**config.mk**
```make
export PLATFORM = sky130hd
export DESIGN_NAME = seg_tlb_xlate
export DESIGN_NICKNAME = d
export VERILOG_FILES = /design/src/rtl/seg_tlb_pkg.sv /design/src/rtl/seg_tlb_rst_sync.sv /design/src/rtl/seg_tlb_segfile.sv /design/src/rtl/seg_tlb_ways.sv /design/src/rtl/seg_tlb_perm.sv /design/src/rtl/seg_tlb_xlate.sv
export SDC_FILE = /design/constraint.sdc
export NUM_CORES = 2
export LEC_CHECK = 0
export ABC_CLOCK_PERIOD_IN_PS = 7540
export BUFFER_PORTS_ARGS = -buffer_cell sky130_fd_sc_hd__buf_2
export CAP_MARGIN = 20
export CORE_MARGIN = 2
export CORE_UTILIZATION = 30
export CTS_CLUSTER_DIAMETER = 120
export DETAILED_ROUTE_END_ITERATION = 8
export GPL_TIMING_DRIVEN = 1
export HOLD_SLACK_MARGIN = 0.02
export PLACE_DENSITY_LB_ADDON = 0.12
export SLEW_MARGIN = 20
export SYNTH_ARGS = -nofsm -noshare
export SYNTH_HDL_FRONTEND = slang
export SYNTH_MEMORY_MAX_BITS = 65536
export SYNTH_SLANG_ARGS = --single-unit
```
**constraint.sdc**
```tcl
create_clock -name clk -period 7.54 [get_ports clk]
set_input_delay 0 -clock clk [delete_from_list [all_inputs] [get_ports clk]]
set_output_delay 0 -clock clk [all_outputs]
set_load 0.01 [all_outputs]
```
**src/rtl/seg_tlb_pkg.sv**
```systemverilog
package seg_tlb_pkg;
  localparam int EA_W     = 32;
  localparam int OFF_W    = 12;
  localparam int SEG_W    = 4;
  localparam int API_W    = 6;
  localparam int PINDEX_W = EA_W - OFF_W - SEG_W - API_W;
  localparam int PAGE_W   = EA_W - OFF_W;
  localparam int NWAY     = 2;
  localparam int ATTR_W   = 4;

  typedef enum logic [1:0] {
    ACC_LOAD  = 2'd0,
    ACC_STORE = 2'd1,
    ACC_FETCH = 2'd2,
    ACC_RSVD  = 2'd3
  } acc_e;

  typedef enum logic [1:0] {
    WOP_SEG   = 2'd0,
    WOP_ENTRY = 2'd1,
    WOP_KILL  = 2'd2,
    WOP_NONE  = 2'd3
  } wop_e;

  typedef struct packed {
    logic [1:0]        pp;
    logic              chg;
    logic [ATTR_W-1:0] wimg;
  } attr_t;
endpackage

```
**src/rtl/seg_tlb_rst_sync.sv**
```systemverilog
module seg_tlb_rst_sync #(
  parameter int STAGES = 2
) (
  input  logic clk,
  input  logic rst_n,
  output logic rst_sn
);
  logic [STAGES-1:0] sync_q;
  logic [STAGES-1:0] sync_d;

  always_comb begin
    sync_d = {sync_q[STAGES-2:0], 1'b1};
  end

  always_ff @(posedge clk or negedge rst_n) begin
    if (!rst_n) sync_q <= '0;
    else        sync_q <= sync_d;
  end

  assign rst_sn = sync_q[STAGES-1];
endmodule

```
**src/rtl/seg_tlb_segfile.sv**
```systemverilog
module seg_tlb_segfile #(
  parameter int NSEG   = 16,
  parameter int VSID_W = 24,
  localparam int IDX_W = $clog2(NSEG)
) (
  input  logic              clk,
  input  logic              we,
  input  logic [IDX_W-1:0]  w_idx,
  input  logic [VSID_W-1:0] w_vsid,
  input  logic              w_ks,
  input  logic              w_kp,
  input  logic [IDX_W-1:0]  r_idx,
  output logic [VSID_W-1:0] r_vsid,
  output logic              r_ks,
  output logic              r_kp
);
  localparam int ROW_W = VSID_W + 2;

  logic [ROW_W-1:0] row_q [NSEG];

  // storage rows carry no reset: contents are undefined until written
  always_ff @(posedge clk) begin
    if (we) row_q[w_idx] <= {w_vsid, w_ks, w_kp};
  end

  assign {r_vsid, r_ks, r_kp} = row_q[r_idx];
endmodule

```
**src/rtl/seg_tlb_ways.sv**
```systemverilog
module seg_tlb_ways #(
  parameter int SET_BITS = 5,
  parameter int TAG_W    = 35,
  parameter int DATA_W   = 27,
  localparam int NSET    = 1 << SET_BITS
) (
  input  logic                clk,
  input  logic                rst_n,
  input  logic                lk_en,
  input  logic [SET_BITS-1:0] lk_idx,
  input  logic [TAG_W-1:0]    lk_tag,
  output logic [1:0]          hit_vec,
  output logic [DATA_W-1:0]   hit_data,
  input  logic                wr_en,
  input  logic                wr_kill,
  input  logic [SET_BITS-1:0] wr_idx,
  input  logic                wr_way,
  input  logic                wr_use_lru,
  input  logic [TAG_W-1:0]    wr_tag,
  input  logic [DATA_W-1:0]   wr_data
);
  import seg_tlb_pkg::*;

  logic [NWAY-1:0][NSET-1:0]   vld_q, vld_d;
  logic [NSET-1:0]             lru_q, lru_d;
  logic [NWAY-1:0][TAG_W-1:0]  rd_tag;
  logic [NWAY-1:0][DATA_W-1:0] rd_data;
  logic                        victim;
  logic                        fill;

  assign victim = wr_use_lru ? lru_q[wr_idx] : wr_way;
  assign fill   = wr_en && !wr_kill;

  for (genvar w = 0; w < NWAY; w++) begin : g_way
    logic [TAG_W-1:0]  tag_q [NSET];
    logic [DATA_W-1:0] dat_q [NSET];
    logic              we_w;

    assign we_w = fill && (victim == w[0]);

    always_ff @(posedge clk) begin
      if (we_w) begin
        tag_q[wr_idx] <= wr_tag;
        dat_q[wr_idx] <= wr_data;
      end
    end

    assign rd_tag[w]  = tag_q[lk_idx];
    assign rd_data[w] = dat_q[lk_idx];
    assign hit_vec[w] = lk_en && vld_q[w][lk_idx] && (rd_tag[w] == lk_tag);
  end

  // way 0 wins if both ways ever match
  assign hit_data = hit_vec[0] ? rd_data[0] : rd_data[1];

  always_comb begin
    vld_d = vld_q;
    if (wr_en) begin
      if (wr_kill) begin
        for (int w = 0; w < NWAY; w++) vld_d[w][wr_idx] = 1'b0;
      end else begin
        vld_d[victim][wr_idx] = 1'b1;
      end
    end
  end

  always_comb begin
    lru_d = lru_q;
    if (wr_en) begin
      if (!wr_kill) lru_d[wr_idx] = ~victim;
    end else if (|hit_vec) begin
      lru_d[lk_idx] = hit_vec[0];
    end
  end

  always_ff @(posedge clk or negedge rst_n) begin
    if (!rst_n) begin
      vld_q <= '0;
      lru_q <= '0;
    end else begin
      vld_q <= vld_d;
      lru_q <= lru_d;
    end
  end

  assert_kill_clears_set_R9: assert property (@(posedge clk) disable iff (!rst_n)
    (wr_en && wr_kill) |=> (!vld_q[0][$past(wr_idx)] && !vld_q[1][$past(wr_idx)]));

  assert_fill_marks_valid_R8: assert property (@(posedge clk) disable iff (!rst_n)
    (wr_en && !wr_kill) |=> vld_q[$past(victim)][$past(wr_idx)]);

  assert_hit_moves_lru_R8: assert property (@(posedge clk) disable iff (!rst_n)
    (!wr_en && (|hit_vec)) |=> (lru_q[$past(lk_idx)] == $past(hit_vec[0])));
endmodule

```
**src/rtl/seg_tlb_perm.sv**
```systemverilog
module seg_tlb_perm
  import seg_tlb_pkg::*;
(
  input  logic  hit,
  input  logic  key,
  input  acc_e  kind,
  input  attr_t attr,
  output logic  prot_fault,
  output logic  chg_fault,
  output logic  release_ok
);
  logic rd_ok, wr_ok, is_wr;

  always_comb begin
    if (!key) begin
      rd_ok = 1'b1;
      wr_ok = (attr.pp != 2'd3);
    end else begin
      unique case (attr.pp)
        2'd0:    begin rd_ok = 1'b0; wr_ok = 1'b0; end
        2'd2:    begin rd_ok = 1'b1; wr_ok = 1'b1; end
        default: begin rd_ok = 1'b1; wr_ok = 1'b0; end
      endcase
    end
  end

  assign is_wr      = (kind == ACC_STORE);
  assign prot_fault = hit && (is_wr ? !wr_ok : !rd_ok);
  assign chg_fault  = hit && is_wr && wr_ok && !attr.chg;
  assign release_ok = hit && !prot_fault && !chg_fault;
endmodule

```
**src/rtl/seg_tlb_xlate.sv**
```systemverilog
module seg_tlb_xlate
  import seg_tlb_pkg::*;
#(
  parameter int SET_BITS = 5,
  parameter int VSID_W   = 24,
  parameter int RPN_W    = 20
) (
  input  logic                    clk,
  input  logic                    rst_n,
  input  logic                    req_valid,
  input  logic [EA_W-1:0]         req_ea,
  input  logic [1:0]              req_kind,
  input  logic                    req_user,
  input  logic                    wr_en,
  input  logic [1:0]              wr_op,
  input  logic [PAGE_W-1:0]       wr_page,
  input  logic                    wr_way,
  input  logic                    wr_use_lru,
  input  logic [VSID_W-1:0]       wr_vsid,
  input  logic                    wr_ks,
  input  logic                    wr_kp,
  input  logic [RPN_W-1:0]        wr_rpn,
  input  logic                    wr_c,
  input  logic [ATTR_W-1:0]       wr_wimg,
  input  logic [1:0]              wr_pp,
  output logic                    rsp_valid,
  output logic                    rsp_hit,
  output logic                    rsp_prot_fault,
  output logic                    rsp_chg_fault,
  output logic [RPN_W+OFF_W-1:0]  rsp_paddr,
  output logic [ATTR_W-1:0]       rsp_wimg
);
  localparam int XTRA_W = PINDEX_W - SET_BITS;
  localparam int TAG_W  = VSID_W + API_W + XTRA_W;
  localparam int DATA_W = RPN_W + $bits(attr_t);
  localparam int NSEG   = 1 << SEG_W;
  // field positions inside the page part of the address
  localparam int P_IDX  = 0;
  localparam int P_XTRA = SET_BITS;
  localparam int P_API  = PINDEX_W;
  localparam int P_SEG  = PINDEX_W + API_W;

  logic rst_sn;

  seg_tlb_rst_sync #(.STAGES(2)) u_rst (
    .clk(clk), .rst_n(rst_n), .rst_sn(rst_sn)
  );

  // registered request
  logic              rv_q, rv_d;
  logic [EA_W-1:0]   ea_q, ea_d;
  acc_e              kind_q, kind_d;
  logic              user_q, user_d;

  always_comb begin
    rv_d   = req_valid;
    ea_d   = ea_q;
    kind_d = kind_q;
    user_d = user_q;
    if (req_valid) begin
      ea_d   = req_ea;
      kind_d = acc_e'(req_kind);
      user_d = req_user;
    end
  end

  always_ff @(posedge clk or negedge rst_sn) begin
    if (!rst_sn) begin
      rv_q   <= 1'b0;
      ea_q   <= '0;
      kind_q <= ACC_LOAD;
      user_q <= 1'b0;
    end else begin
      rv_q   <= rv_d;
      ea_q   <= ea_d;
      kind_q <= kind_d;
      user_q <= user_d;
    end
  end

  // address field split
  logic [PAGE_W-1:0]   pg_q;
  logic [SEG_W-1:0]    seg_sel;
  logic [API_W-1:0]    api_q;
  logic [XTRA_W-1:0]   xtra_q;
  logic [SET_BITS-1:0] set_q;
  logic [OFF_W-1:0]    off_q;

  assign pg_q    = ea_q[EA_W-1:OFF_W];
  assign off_q   = ea_q[OFF_W-1:0];
  assign seg_sel = pg_q[P_SEG +: SEG_W];
  assign api_q   = pg_q[P_API +: API_W];
  assign xtra_q  = pg_q[P_XTRA +: XTRA_W];
  assign set_q   = pg_q[P_IDX +: SET_BITS];

  // write port decode
  wop_e wop;
  logic seg_we, ent_we, kill_we;

  assign wop     = wop_e'(wr_op);
  assign seg_we  = wr_en && (wop == WOP_SEG);
  assign ent_we  = wr_en && (wop == WOP_ENTRY);
  assign kill_we = wr_en && (wop == WOP_KILL);

  // segment register file
  logic [VSID_W-1:0] seg_vsid;
  logic              seg_ks, seg_kp;

  seg_tlb_segfile #(.NSEG(NSEG), .VSID_W(VSID_W)) u_seg (
    .clk    (clk),
    .we     (seg_we),
    .w_idx  (wr_page[P_SEG +: SEG_W]),
    .w_vsid (wr_vsid),
    .w_ks   (wr_ks),
    .w_kp   (wr_kp),
    .r_idx  (seg_sel),
    .r_vsid (seg_vsid),
    .r_ks   (seg_ks),
    .r_kp   (seg_kp)
  );

  // translation buffer
  attr_t               w_attr;
  logic [TAG_W-1:0]    lk_tag, w_tag;
  logic [DATA_W-1:0]   w_data, h_data;
  logic [1:0]          hit_vec;

  assign w_attr = '{pp: wr_pp, chg: wr_c, wimg: wr_wimg};
  assign lk_tag = {seg_vsid, api_q, xtra_q};
  assign w_tag  = {wr_vsid, wr_page[P_API +: API_W], wr_page[P_XTRA +: XTRA_W]};
  assign w_data = {wr_rpn, w_attr};

  seg_tlb_ways #(.SET_BITS(SET_BITS), .TAG_W(TAG_W), .DATA_W(DATA_W)) u_ways (
    .clk        (clk),
    .rst_n      (rst_sn),
    .lk_en      (rv_q),
    .lk_idx     (set_q),
    .lk_tag     (lk_tag),
    .hit_vec    (hit_vec),
    .hit_data   (h_data),
    .wr_en      (ent_we || kill_we),
    .wr_kill    (kill_we),
    .wr_idx     (wr_page[P_IDX +: SET_BITS]),
    .wr_way     (wr_way),
    .wr_use_lru (wr_use_lru),
    .wr_tag     (w_tag),
    .wr_data    (w_data)
  );

  // protection and changed-bit checks
  attr_t            h_attr;
  logic [RPN_W-1:0] h_rpn;
  logic             any_hit, key, prot_f, chg_f, rel_ok;

  assign {h_rpn, h_attr} = h_data;
  assign any_hit = |hit_vec;
  assign key     = user_q ? seg_kp : seg_ks;

  seg_tlb_perm u_perm (
    .hit        (any_hit),
    .key        (key),
    .kind       (kind_q),
    .attr       (h_attr),
    .prot_fault (prot_f),
    .chg_fault  (chg_f),
    .release_ok (rel_ok)
  );

  assign rsp_valid      = rv_q;
  assign rsp_hit        = any_hit;
  assign rsp_prot_fault = prot_f;
  assign rsp_chg_fault  = chg_f;
  assign rsp_paddr      = rel_ok ? {h_rpn, off_q} : '0;
  assign rsp_wimg       = rel_ok ? h_attr.wimg : '0;

  assert_rsp_follows_req_R7: assert property (@(posedge clk) disable iff (!rst_sn)
    req_valid |=> rsp_valid);

  assert_idle_no_hit_R7: assert property (@(posedge clk) disable iff (!rst_sn)
    !rsp_valid |-> !rsp_hit);

  assert_faults_exclusive_R5: assert property (@(posedge clk) disable iff (!rst_sn)
    !(rsp_prot_fault && rsp_chg_fault));

  assert_chg_only_store_R5: assert property (@(posedge clk) disable iff (!rst_sn)
    rsp_chg_fault |-> (kind_q == ACC_STORE));

  assert_fault_needs_hit_R4: assert property (@(posedge clk) disable iff (!rst_sn)
    (rsp_prot_fault || rsp_chg_fault) |-> rsp_hit);

  assert_blocked_is_quiet_R6: assert property (@(posedge clk) disable iff (!rst_sn)
    (!rsp_hit || rsp_prot_fault || rsp_chg_fault) |-> (rsp_paddr == '0 && rsp_wimg == '0));

  assert_paddr_offset_R1: assert property (@(posedge clk) disable iff (!rst_sn)
    (rsp_hit && !rsp_prot_fault && !rsp_chg_fault) |-> (rsp_paddr[OFF_W-1:0] == off_q));
endmodule

```
==> metrics.cfg <==
[synthesis]
yosysTopAreaCell=edfxtp_1
yosysWarnings=0
ys_ff_latch=4518
synth_area_mm2=0.1731
synth.area.top_cells=edfxtp_1, mux4_2, mux2i_1
synth_fp_nets=8491
synth-main-ff-cell=edfxtp_1
syn-instance-count=8375
ys_seq_area_share_pct=77.97
synthArstFlopShare_pct=2.966
synth_cell_types=67
yosys.area.top_type_share_pct=76.03
synth-edff-count=4384
synth_area_per_cell_um2=20.67

[detailed_routing]
drt_iter0_drc=10340
drtAntennaViolNets=0
drc_errors=0
drt_first_pass_iters=6
post_drt_wl_per_cell_um=37.39
viasPerCell=5.378
drt_wl_total_um=640500
vias=92140

[critical_path]
end_kind=output port
startpoint=ea_q[12]
path_depth=12
path_buf_inv=2
startpoint_type=flip-flop
crit_type=reg -> out
worstPathArrival_ns=7.52
r2r_slack_ns=0.04
crit_end=rsp_wimg[2]
reg2reg_to=u_ways.lru_q[25]
crit_fanout=42
worstPathCellList=nand4bb_4 -> buf_12 -> o22ai_1 -> nor4_1 -> nand2_1 -> xnor2_1 -> nor4_1 -> nand4_1 -> nor2_1 -> nand4_1 -> o211a_1 -> buf_2
crit_family=simple AND/OR/NAND/NOR gates
crit_required_ns=7.54
reg2regPathDepth=13
slowest_stage=nand4_1
slowest_delay_ns=1.00
timing.rr.start=ea_q[12]

[timing]
max_freq_mhz=133.0
fin_crit_sh_pct=99.69
period_minus_slack_ns=7.516
maxSlewHeadroom_pct=16.19
tightest_slew_ns=1.253
finalSetupViolations=0
worst_slack_ns=0.02366
finalHoldViolations=0
worst_clock_skew_ns=0.08169
report.final.slew_viol_count=0

[cts]
cts_buffer_depth=4
clock_latency_ns=1.04
root_buffer=clkbuf_16
path_clk_slew_ns=0.06
ctsHtreeMaxLevel=6
cts-buffers-inserted=524
cts_tree=built
cts.sinks=4518

[power_and_ir_drop]
p_per_area_mw_per_mm2=276.5
ir_worst_vdd_mv=0.2148
p_sw_uw=13510
p_comb_share_pct=7.9
p_leak_uw=0.06608
swShare_pct=23.89
seqPwrFrac_pct=49.2
p_int_uw=43040
pwr-share-clk_pct=42.9

[floorplan]
die_h_um=763.7
io_pins=156
rows=279
core_mm2=0.5760
die_w_um=763.7
start_util_pct=30.06
die_area_mm2=0.5833

[layout]
most-common-layout-cells=edfxtp_1, mux2i_1, mux4_2
nets=9253
final_common_cell=edfxtp_1
post-route-cell-area_mm2=0.2045
area_growth_pct=18.12
final_layout_size_suffix_gt1_share_pct=21.87

[global_routing]
grt_max_degree=118
grt_pass1_vias=92770
grt_overflow=0
gr-usage-all-layers_pct=21.37
grt_antenna_before_repair=40
grt_pass1_wl_um=850700

[run]
maxCapViolations=0

[placed_design]
io_buffer_count=155
hpwl_um=334400
placed_cell_area_mm2=0.1862
place.gp.congestion=0.8037
place_ws_ns=0.4222

[outcome]
status=complete, no violations

[worst_hold_path]
hold_class=in -> reg

-- area by class of cell --
| type | count | area (um2) |
|---|---|---|
| Fill cell | 53440 | 371500 |
| Sequential cell | 4518 | 135000 |
| Multi-Input combinational cell | 3351 | 36770 |
| Clock buffer | 663 | 13860 |
| Tap cell | 7587 | 9493 |
| Timing Repair Buffer | 721 | 6972 |
| Clock inverter | 259 | 2298 |
| Inverter | 21 | 78.83 |
| Antenna cell | 13 | 32.53 |
-- power groups by stage --
stage | combinational [uW] | clock, uW | sequential [uW]
finish | 4490 | 24300 | 27800
global route | 4710 | 25700 | 27800
CTS | 4550 | 24800 | 27800
detailed placement | 4440 | 0 | 28300
global placement | 4410 | 0 | 28300
floorplan | 2440 | 0 | 28200
-- what timing repair did --
| item | CTS | global route |
|---|---|---|
| hold endpoints to repair | 4853 | 50 |
| setup endpoints to repair | 39 | 0 |
| buffers inserted | 2 | 0 |
| resized for setup | 6 | 0 |
| hold buffers | 193 | 3 |
-- layer usage --
layer | vias to the layer above | part of all wire [%] | global-route usage (%)
met3 | 787 | 4.8 | 2.668
li1 | 36890 | - | -
met1 | 51350 | 44 | 29.42
met5 | - | 0.0056 | 0
met2 | 3107 | 49 | 36.04
met4 | 6 | 2.6 | 5.225
-- cells by family after synthesis --
family	share of synthesized area [%]
AOI/OAI and AO/OA	3.841
xor gates and xnor gates	0.2630
buffers and inverters	1.353
DFF	77.97
muxes	14.62
other	0.002166
and+or+nand+nor	1.950
-- through the flow --
step                std cells   TNS (ns)  util, %  hold slack (ns)  total power, uW
floorplan                8375          0        -          -0.2956            30660
global placement        15990          0    32.29          -0.2160            32720
detailed placement      15990          0    32.33          -0.2138            32750
CTS                     17110          0    35.48          0.02287            57110
global route            17120  -0.004127    35.50          0.06836            58240
finish                  17130          0    35.51          0.07371            56560
-- sequential cells by signal, indices dropped and copies added, names as in the netlist, 2 cells and up --
register and flops:
kind_q 2, u_rst.sync_q 2, u_ways.g_way.tag_q 2240, u_ways.vld_q 64, u_ways.g_way.dat_q 1728, ea_q 32
u_ways.lru_q 32, u_seg.row_q 416
-- worst register-to-register path, cell delays in order (launching register included) --
cell and delay, ns:
dfrtp_4 0.89, or4b_4 0.65, buf_4 0.56, o22ai_1 0.21
nor4_1 0.58, a21oi_1 0.24, or4_1 0.69, nor4_1 0.98
nand4_1 0.91, o22ai_2 0.36, buf_4 0.44, a21oi_1 0.16
mux2i_1 0.14, dlygate4sd3_1 0.56
-- worst min-delay path by stage --
stage | from | endpoint | slack (ns) | cells past startpoint
floorplan | rst_n | u_rst.sync_q[0] | -0.30 | 0
global placement | rst_n | u_rst.sync_q[0] | -0.22 | 1
detailed placement | rst_n | u_rst.sync_q[0] | -0.21 | 1
CTS | req_ea[14] | ea_q[14] | 0.02 | 3
finish | wr_page[19] | u_seg.row_q[3][21] | 0.07 | 5
global route | req_ea[14] | ea_q[14] | 0.07 | 3
-- cells in the mapped netlist (all sizes together) (71+ instances only) --
cell type and number:
nand2 82, mux4 663, mux2i 958, buf 313
edfxtp 4384, mux2 71, o22ai 630, dfrtp 134
a22oi 130, nor2 149, clkbuf 175, nor4 183
Note: power is estimated with default switching activity, not from simulation.
